### src/rtl/pp_demod_pkg.sv
package pp_demod_pkg;
  typedef enum logic [1:0] {
    ST_IDLE    = 2'd0,
    ST_SEARCH  = 2'd1,
    ST_WAIT_HI = 2'd2,
    ST_WAIT_LO = 2'd3
  } rx_state_e;
endpackage

### src/rtl/pp_line_sync.sv
module pp_line_sync #(
  parameter int   STAGES  = 2,
  parameter logic RST_LVL = 1'b1
) (
  input  logic clk,
  input  logic rst_n,
  input  logic din,
  output logic dout
);
  logic [STAGES-1:0] chain;

  genvar g;
  generate
    for (g = 0; g < STAGES; g++) begin : g_stage
      if (g == 0) begin : g_first
        always_ff @(posedge clk or negedge rst_n) begin
          if (!rst_n) chain[0] <= RST_LVL;
          else        chain[0] <= din;
        end
      end else begin : g_next
        always_ff @(posedge clk or negedge rst_n) begin
          if (!rst_n) chain[g] <= RST_LVL;
          else        chain[g] <= chain[g-1];
        end
      end
    end
  endgenerate

  assign dout = chain[STAGES-1];
endmodule

### src/rtl/pp_tick_counter.sv
module pp_tick_counter #(
  parameter int W = 16
) (
  input  logic         clk,
  input  logic         rst_n,
  output logic [W-1:0] now
);
  always_ff @(posedge clk or negedge rst_n) begin
    if (!rst_n) now <= '0;
    else        now <= now + 1'b1;
  end
endmodule

### src/rtl/pp_interval_judge.sv
module pp_interval_judge #(
  parameter int W       = 16,
  parameter int T_ZERO  = 20,
  parameter int T_ONE   = 32,
  parameter int T_PAUSE = 8
) (
  input  logic [W-1:0] now,
  input  logic [W-1:0] ref_t,
  output logic         late,
  output logic         too_short,
  output logic         is_one
);
  localparam logic [W-1:0] MID_T = W'((T_ZERO + T_ONE) / 2);
  localparam logic [W-1:0] TMO_T = W'((T_ONE * 3) / 2);
  localparam logic [W-1:0] MIN_T = W'(T_PAUSE);

  logic [W-1:0] elapsed;

  always_comb begin
    elapsed   = now - ref_t;
    late      = elapsed > TMO_T;
    too_short = elapsed < MIN_T;
    is_one    = elapsed > MID_T;
  end
endmodule

### src/rtl/pp_frame_acc.sv
module pp_frame_acc #(
  parameter int DATA_W = 32,
  parameter int LEN_W  = 6
) (
  input  logic              clk,
  input  logic              rst_n,
  input  logic              clear,
  input  logic              push,
  input  logic              bit_in,
  output logic [DATA_W-1:0] data,
  output logic [LEN_W-1:0]  len
);
  localparam int              IDX_W   = $clog2(DATA_W);
  localparam logic [LEN_W-1:0] LEN_TOP = {LEN_W{1'b1}};
  localparam logic [LEN_W-1:0] CAP     = LEN_W'(DATA_W);

  always_ff @(posedge clk or negedge rst_n) begin
    if (!rst_n) begin
      data <= '0;
      len  <= '0;
    end else if (clear) begin
      data <= '0;
      len  <= '0;
    end else if (push) begin
      if (len < CAP) data[len[IDX_W-1:0]] <= bit_in;
      if (len != LEN_TOP) len <= len + 1'b1;
    end
  end


  len_step_chk: assert property (@(posedge clk) disable iff (!rst_n)
    (push && !clear && len != LEN_TOP) |=> len == $past(len) + 1'b1);


  clear_zero_chk: assert property (@(posedge clk) disable iff (!rst_n)
    clear |=> (len == '0 && data == '0));
endmodule

### src/rtl/pp_frame_demod.sv
module pp_frame_demod
  import pp_demod_pkg::*;
#(
  parameter int DATA_W       = 32,
  parameter int LEN_W        = 6,
  parameter int CNT_W        = 16,
  parameter int T_ZERO       = 20,
  parameter int T_ONE        = 32,
  parameter int T_PAUSE      = 8,
  parameter int TAG_PERIOD   = 16,
  parameter int SEARCH_LIMIT = 6,
  parameter int MIN_LEN      = 4,
  parameter int MAX_LEN      = 24
) (
  input  logic              clk,
  input  logic              rst_n,
  input  logic              start,
  input  logic              line_in,
  input  logic              ks_bit,
  output logic              ks_step,
  output logic              frame_valid,
  input  logic              frame_ready,
  output logic [DATA_W-1:0] frame_data,
  output logic [LEN_W-1:0]  frame_len,
  output logic [CNT_W-1:0]  eof_stamp,
  output logic              frame_err
);
  localparam int               SRCH_W  = $clog2(SEARCH_LIMIT + 1);
  localparam logic [SRCH_W-1:0] SRCH_MAX = SRCH_W'(SEARCH_LIMIT);
  localparam logic [CNT_W-1:0]  TAG_T   = CNT_W'(TAG_PERIOD);
  localparam logic [CNT_W-1:0]  EOF_ADJ = CNT_W'(T_PAUSE - 2);
  localparam logic [LEN_W-1:0]  LEN_LO  = LEN_W'(MIN_LEN);
  localparam logic [LEN_W-1:0]  LEN_HI  = LEN_W'(MAX_LEN);

  rx_state_e         state;
  logic              s_line;
  logic [CNT_W-1:0]  now;
  logic [CNT_W-1:0]  srch_ref;
  logic [CNT_W-1:0]  bit_ref;
  logic [SRCH_W-1:0] empty_cnt;
  logic              late, too_short, is_one;
  logic              take_start, acc_push, violation, len_ok, srch_expired;

  pp_line_sync #(.STAGES(2), .RST_LVL(1'b1)) u_sync (
    .clk(clk), .rst_n(rst_n), .din(line_in), .dout(s_line)
  );

  pp_tick_counter #(.W(CNT_W)) u_ticks (
    .clk(clk), .rst_n(rst_n), .now(now)
  );

  pp_interval_judge #(
    .W(CNT_W), .T_ZERO(T_ZERO), .T_ONE(T_ONE), .T_PAUSE(T_PAUSE)
  ) u_judge (
    .now(now), .ref_t(bit_ref),
    .late(late), .too_short(too_short), .is_one(is_one)
  );

  pp_frame_acc #(.DATA_W(DATA_W), .LEN_W(LEN_W)) u_acc (
    .clk(clk), .rst_n(rst_n),
    .clear(take_start), .push(acc_push), .bit_in(is_one ^ ks_bit),
    .data(frame_data), .len(frame_len)
  );

  always_comb begin
    take_start   = (state == ST_IDLE) && start && !frame_valid;
    acc_push     = (state == ST_WAIT_LO) && !s_line && !too_short;
    srch_expired = (now - srch_ref) >= TAG_T;
    len_ok       = (frame_len >= LEN_LO) && (frame_len <= LEN_HI);
    violation    = 1'b0;
    case (state)
      ST_WAIT_HI: violation = !s_line && late;
      ST_WAIT_LO: violation = s_line ? late : too_short;
      default:    violation = 1'b0;
    endcase
  end

  always_ff @(posedge clk or negedge rst_n) begin
    if (!rst_n) begin
      state       <= ST_IDLE;
      srch_ref    <= '0;
      bit_ref     <= '0;
      empty_cnt   <= '0;
      ks_step     <= 1'b0;
      frame_err   <= 1'b0;
      frame_valid <= 1'b0;
      eof_stamp   <= '0;
    end else begin
      ks_step   <= 1'b0;
      frame_err <= 1'b0;
      if (frame_valid && frame_ready) frame_valid <= 1'b0;

      case (state)
        ST_IDLE: begin
          if (take_start) begin
            state     <= ST_SEARCH;
            srch_ref  <= now;
            empty_cnt <= '0;
            ks_step   <= 1'b1;
          end
        end
        ST_SEARCH: begin
          if (!s_line) begin
            state   <= ST_WAIT_HI;
            bit_ref <= now;
          end else if (srch_expired) begin
            srch_ref <= now;
            if (empty_cnt == SRCH_MAX) begin
              frame_err <= 1'b1;
              state     <= ST_IDLE;
            end else begin
              empty_cnt <= empty_cnt + 1'b1;
              ks_step   <= 1'b1;
            end
          end
        end
        ST_WAIT_HI: begin
          if (s_line) state <= ST_WAIT_LO;
        end
        ST_WAIT_LO: begin
          if (acc_push) begin
            ks_step <= 1'b1;
            bit_ref <= now;
            state   <= ST_WAIT_HI;
          end
        end
        default: state <= ST_IDLE;
      endcase

      if (violation) begin
        state <= ST_IDLE;
        if (len_ok) begin
          frame_valid <= 1'b1;
          eof_stamp   <= bit_ref + EOF_ADJ;
        end else begin
          frame_err <= 1'b1;
        end
      end
    end
  end


  valid_hold_chk: assert property (@(posedge clk) disable iff (!rst_n)
    (frame_valid && !frame_ready) |=>
      (frame_valid && $stable(frame_data) && $stable(frame_len)));


  len_range_chk: assert property (@(posedge clk) disable iff (!rst_n)
    $rose(frame_valid) |-> (frame_len >= LEN_LO && frame_len <= LEN_HI));


  strobe_excl_chk: assert property (@(posedge clk) disable iff (!rst_n)
    frame_err |-> !frame_valid);


  err_no_step_chk: assert property (@(posedge clk) disable iff (!rst_n)
    frame_err |-> !ks_step);


  busy_start_chk: assert property (@(posedge clk) disable iff (!rst_n)
    (frame_valid && !frame_ready && start) |=> !ks_step);
endmodule

### config.mk
export PLATFORM = sky130hd
export DESIGN_NAME = pp_frame_demod
export DESIGN_NICKNAME = d
export VERILOG_FILES = /design/src/rtl/pp_demod_pkg.sv /design/src/rtl/pp_line_sync.sv /design/src/rtl/pp_tick_counter.sv /design/src/rtl/pp_interval_judge.sv /design/src/rtl/pp_frame_acc.sv /design/src/rtl/pp_frame_demod.sv
export SDC_FILE = /design/constraint.sdc
export NUM_CORES = 1
export LEC_CHECK = 0
export ABC_AREA = 1
export BUFFER_PORTS_ARGS = -buffer_cell sky130_fd_sc_hd__buf_2
export CAP_MARGIN = 15
export CORE_ASPECT_RATIO = 0.75
export CORE_MARGIN = 3
export CORE_UTILIZATION = 54
export CTS_BUF_LIST = sky130_fd_sc_hd__clkbuf_4 sky130_fd_sc_hd__clkbuf_8
export DETAILED_ROUTE_END_ITERATION = 16
export HOLD_SLACK_MARGIN = 0.05
export PLACE_DENSITY = 0.79
export SLEW_MARGIN = 5
export SYNTH_ARGS = -nofsm -noshare
export SYNTH_HDL_FRONTEND = slang
export SYNTH_SLANG_ARGS = --single-unit
### constraint.sdc
create_clock -name clk -period 4.95 [get_ports clk]
set_input_delay 0.99 -clock clk [delete_from_list [all_inputs] [get_ports clk]]
set_output_delay 0.99 -clock clk [all_outputs]
set_load 0.01 [all_outputs]
==> metrics, run 1 <==
CTS Buffer Depth=2; Pint=between 1.5 and 2 mW; Fin Setup TNS=0 ns; Top delay family on crit path=simple AND/OR/NAND/NOR gates; Setup Viol. Count Final=0; clock latency on the worst-skew pair=around 0.40 ns; Reg2Reg Depth=17; Die ar.=~0.015 sq mm; Buffers & Inverters on Critical Path=3; Async S/R FF share, synth=100%; routed wire length=about 18,000 um; Rel. slew slack=~32%; Clock Sinks=~110; initial antenna violation count=0; GRT overflow=0; Final ANT Viol Nets=0; combinational power share=52.6%; CP endpoint kind=flip-flop; nets=between 1k and 1.5k; share of cells above drive strength 1=9.55%; clock period minus worst slack=approximately 3.9 ns; Avg Synthesized Cell Area=between 7 and 8 sq um; routability cong.=~0.93; clock power share=~16%; I/O Buffers=62; sequential fraction of the synthesis area=between 30% and 40%; drt initial violations=between 700 and 800; number of global-route vias before repair=around 6.2k; largest area contributor in the netlist=dfrtp_1; YS warnings=0; CP Cell Sequence=inv_1 -> ha_1 -> inv_1 -> fa_1 -> nand3_1 -> nand3_1 -> nand3_1 -> nand4_1 -> nand2_1 -> inv_1 -> nand2_1 -> nor2_4 -> nand3_2 -> nand2_4 -> nand2_4 -> nand3_1 -> o21ai_0; wire per inst=about 14 um; DRT Pass-1 Iters=5; clock tree root driver cell=clkbuf_8; first-pass GRT wire length=approximately 30,000 um; Worst setup endpoint=u_acc.data[22]; most common cell after layout, fill and taps aside=nand2_1; Fin. Hold Viols=0; Slew @ Worst Pin=approximately 1.0 ns; Cell Rows=36; RSZ-0062 raised after global routing=false; H-tree lvl count=3; Mapped Nets=1,112; clock slew at reported path FFs=approximately 0.11 ns; Starting Density=between 50 and 60%; critical path class=reg2reg; Flop pwr share=a little under a third; CP Depth=17; Via density=between 5 and 6; via count=slightly below 7k; Post-synth EDFFs=0; Crit-path slowest cell=nand3_1; Yosys reg bits=112; Syn Inst Count=about 1.1k; Total GRT Usage=24.1%; R2R Setup Slk=between 1 and 1.5 ns; VDD IR max=0.000209 V; Max Slew Vio Count=0; placed inst area=0.00793 sq mm; critical path peak fanout=36; Critical Path AT=4.12 ns; Final HPWL DP=13,400 um; Chip Width=142 um; Hold-fix buffers, CTS=0; CTS tree=done; Main synth FF type=dfrtp_1; run status=completed; Die H=about 110 um; final core occ=between 60% and 70%; Sw Pwr=roughly 1.8 mW; synth top area cells=dfrtp_1 (37%), nand2_1 (15%), nand3_1 (8.9%), inv_1 (7.6%), ha_1 (6.3%); post-synth cell types=38; skew final=around 0.022 ns; hold slack=approximately 0.36 ns; Post-Syn Area=0.00753 sq mm; Worst EP required=roughly 5.2 ns; Period Utilization, post-route=77.9%; post-CTS sizing=0; P_leak=~4.4 nW; Synth top area share=36.6%; # IOs=between 60 and 70; switching part of the total=between 40 and 50%; Cell Pwr Density=~460 mW/mm^2; Hold Path Class=in2async; Layout area overhead=8.29%; Worst Setup SP=u_ticks.now[0]; startpoint type of the worst setup path=flip-flop; largest net degree at the start of global routing=71; Final Instance Area=0.00815 sq mm; core area=approximately 0.013 sq mm; reg2reg end=u_acc.data[22]; Post-CTS Setup Bufs=0; Largest stage delay, worst path=just under 0.8 ns; critical path's most frequent cell=nand3_1; Inserted Diodes=0; clock buffer count from CTS=9; commonest cells after routing, fill and taps aside=nand2_1 (301), inv_1 (153), nand3_1 (133); DRC viols=0; RR Startpoint=u_ticks.now[0]; f_max=about 260 MHz; maxcap violations=0
## worst min path at each step
stage / cells past startpoint / slack, ns / to / start
final: 1 / 0.36 / eof_stamp[3] / rst_n
after global routing: 1 / 0.34 / eof_stamp[3] / rst_n
after CTS: 1 / 0.33 / eof_stamp[3] / rst_n
after detailed placement: 0 / 0.35 / u_sync.dout / u_sync.chain[0]
after global placement: 0 / 0.35 / u_sync.dout / u_sync.chain[0]
after floorplan: 0 / 0.35 / u_sync.dout / u_sync.chain[0]
## worst register-to-register path, cell delays in order, from the launching register on
cell and delay [ns]:
dfrtp_1 0.39, inv_1 0.15, ha_1 0.17, inv_1 0.09
fa_1 0.45, nand3_1 0.11, nand3_1 0.12, nand3_1 0.13
nand4_1 0.09, nand2_1 0.08, inv_1 0.04, nand2_1 0.09
nor2_4 0.05, nand3_2 0.07, nand2_4 0.08, nand2_4 0.29
nand3_1 0.80, o21ai_0 0.53
## Yosys cell counts, drive strengths merged (4+ instances only)
cell	instances
nand2	309
inv	154
nand3	138
dfrtp	110
o21ai	98
nor2	77
ha	38
xor2	31
a21oi	24
buf	17
clkbuf	14
nand4	13
nor3	12
xnor2	9
nand3b	5
and2	4
## per-stage QoR
step / std cells / total power, mW / setup WS (ns)
final: 1291 / 3.74 / 1.09
after global routing: 1291 / 4.08 / 0.723
after CTS: 1290 / 3.72 / 1.12
after detailed placement: 1274 / 3.11 / 1.14
after global placement: 1274 / 3.07 / 1.39
after floorplan: 1066 / 2.70 / 2.34
## power by group through the flow
| stage | combinational, mW | clock (mW) | sequential [mW] |
|---|---|---|---|
| 2_1_floorplan | 1.50 | 0 | 1.20 |
| 3_3_place_gp | 1.88 | 0 | 1.19 |
| 3_5_place_dp | 1.92 | 0 | 1.19 |
| 4_1_cts | 1.93 | 0.615 | 1.17 |
| 5_1_grt | 2.25 | 0.641 | 1.19 |
| 6_report | 1.96 | 0.597 | 1.18 |
## kinds of logic (layout without fill, tap and decap cells)
logic type,Yosys count,after routing,synth area share (%)
buf+inv,185,239,9.99
compound gates,128,128,8.83
fa+ha+maj,40,40,6.85
simple gates,561,561,32.4
flops,112,112,37.3
xor+xnor,40,40,4.65
## registers in the layout, indices dropped and copies added (netlist names)
| name | count |
|---|---|
| ks_step | 1 |
| u_acc.len | 6 |
| u_ticks.now | 16 |
| empty_cnt | 3 |
| bit_ref | 16 |
| u_acc.data | 32 |
| frame_err | 1 |
| srch_ref | 16 |
| u_sync.dout | 1 |
| u_sync.chain | 1 |
| state | 2 |
| frame_valid | 1 |
| eof_stamp | 16 |
## per-layer routing
layer  vias to the layer above  track usage [%]  share of wire (%)  routed length [um]
li1                       3493                -                  -                   -
met2                       252             34.5                 41                7310
met3                        14             4.07                7.9                1410
met4                         0             5.90               0.99                 177
met5                         -                0                  0                   0
met1                      3197             37.6                 50                8910
## cell type report
type	count	area, sq um
fill	1196	5140
multi-input combinational	769	3980
sequential	112	2810
inverter	154	578
timing repair buffer	69	369
tap	171	214
clock buffer	9	124
clock inverter	7	86.3
No activity file was read; power rests on OpenSTA's default activity.
==> inputs of run 2 (changes only) <==
PLACE_DENSITY = 0.82   (was 0.79)
clock period = 3.42 ns   (was 4.95 ns; I/O delays follow)
==> metrics, run 2 (synthesized netlist as in run 1, its figures left out) <==
reg2reg end=u_acc.data[30]; initial antenna violation count=0; Most flops, register=u_acc.data; via count=6,866; Critical Path AT=3.31 ns; first-pass GRT wire length=about 30,000 um; Fin Setup TNS=0 ns; Period Utilization, post-route=between 80% and 90%; Starting Density=roughly 57%; Cell Pwr Density=about 660 mW/mm^2; pre-CTS setup slack=0.306 ns; Rel. slew slack=approximately 60%; Layout area overhead=9.47%; skew final=between 0.015 and 0.02 ns; max reg flops=32; Clock Sinks=between 100 and 150; Worst Setup SP=u_ticks.now[0]; Final HPWL DP=about 14,000 um; Chip Width=142 um; DRT Pass-1 Iters=5; Via density=approximately 5.3; Max Slew Vio Count=0; setup ws final=about 0.37 ns; RR Startpoint=u_ticks.now[0]; Slew @ Worst Pin=between 0.6 and 0.7 ns; RSZ-0062 raised after global routing=false; P_leak=about 4.5 nW; Die ar.=0.0154 sq mm; clock tree root driver cell=clkbuf_8; nets=roughly 1.2k; number of global-route vias before repair=6,205; Hold-fix buffers, CTS=0; f_max=between 300 and 400 MHz; Setup Viol. Count Final=0; routed wire length=between 15,000 and 20,000 um; I/O Buffers=just over 60; drt initial violations=between 600 and 700; CP endpoint kind=flip-flop; startpoint type of the worst setup path=flip-flop; Hold Path Class=in2async; most common cell after layout, fill and taps aside=nand2_1; Fin. Hold Viols=0; Final ANT Viol Nets=0; Inserted Diodes=0; GRT overflow=0; clock period minus worst slack=3.05 ns; # IOs=63; Fillers=about 1.2k; H-tree lvl count=3; Total GRT Usage=between 20% and 30%; commonest cells after routing, fill and taps aside=nand2_1 (301), inv_1 (153), nand3_1 (133); largest net degree at the start of global routing=71; CTS tree=done; Post-CTS Setup Bufs=0; R2R Setup Slk=approximately 0.37 ns; maxcap violations=0; clock buffer count from CTS=9; share of cells above drive strength 1=approximately a tenth; critical path class=reg2reg; Worst EP required=roughly 3.7 ns; routability cong.=roughly 0.93; Reg2Reg Depth=17; Worst setup endpoint=u_acc.data[30]; CTS Buffer Depth=2; Die H=108 um; VDD IR max=0.000316 V; post-CTS sizing=0; footprint of the multi-input gates=0.00398 sq mm; core area=around 0.013 sq mm; critical path peak fanout=27; clock slew at reported path FFs=between 0.1 and 0.15 ns; Cell Rows=36; clock latency on the worst-skew pair=between 0.3 and 0.4 ns; run status=completed; wire per inst=roughly 14 um; Register Area=about 0.0028 sq mm; DRC viols=0
[run 2: cell types whose count changed in the layout (fill, tap and decap cells not counted)]
| cell | delta |
|---|---|
| o21ai_2 | -1 |
| buf_6 | -1 |
| buf_12 | +2 |
| buf_4 | +7 |
| o21ai_4 | +1 |
[run 2: worst min path at each step]
stage,cells after the start,end,startpoint,slack [ns]
2_1_floorplan,0,u_sync.dout,u_sync.chain[0],0.35
6_report,1,u_acc.data[8],rst_n,0.24
5_1_grt,1,frame_valid,rst_n,0.26
3_3_place_gp,0,u_sync.dout,u_sync.chain[0],0.35
4_1_cts,1,frame_valid,rst_n,0.24
3_5_place_dp,0,u_sync.dout,u_sync.chain[0],0.35
[run 2: critical path: stages (launching register included)]
cell	delay [ns]
dfrtp_1	0.39
inv_1	0.15
ha_1	0.17
inv_1	0.09
fa_1	0.45
nand3_1	0.11
nand3_1	0.13
nand2_1	0.11
nand3b_1	0.08
nand2_1	0.07
nand3_1	0.11
nor2_4	0.18
nand3_2	0.11
nand2_4	0.11
nand2_4	0.13
nand3_1	0.25
buf_12	0.20
o21ai_0	0.10
[run 2: cell type report]
type	instances	share of cell area (%)
multi-input combinational	769	48.3
sequential	112	34.0
inverter	154	7.01
timing repair buffer	77	5.47
tap	171	2.60
clock buffer	9	1.50
clock inverter	7	1.05
[run 2: per-stage QoR]
| stage | util, % | total power [mW] | cell area [sq um] | hold slack (ns) | instances |
|---|---|---|---|---|---|
| after global placement | 60.4 | 4.49 | 8020 | 0.348 | 1283 |
| after detailed placement | 60.4 | 4.56 | 8020 | 0.350 | 1283 |
| after global routing | 62.0 | 5.97 | 8240 | 0.261 | 1299 |
| after CTS | 62.0 | 5.41 | 8230 | 0.243 | 1299 |
| final | 62.0 | 5.43 | 8240 | 0.239 | 1299 |
| after floorplan | - | 3.91 | 7530 | 0.345 | 1066 |
[run 2: power breakdown]
group	internal [mW]	leakage (nW)	total, mW	switching [mW]
combinational	0.919	2.87	2.88	1.96
clock	0.355	0.104	0.841	0.486
sequential	1.55	1.49	1.71	0.158
[run 2: layer usage]
metal	global-route usage (%)	vias up	wire (um)
met5	0	-	0
met4	5.77	0	216
met3	5.22	16	1530
met2	33.6	246	7000
met1	38.3	3099	9120
li1	-	3505	-
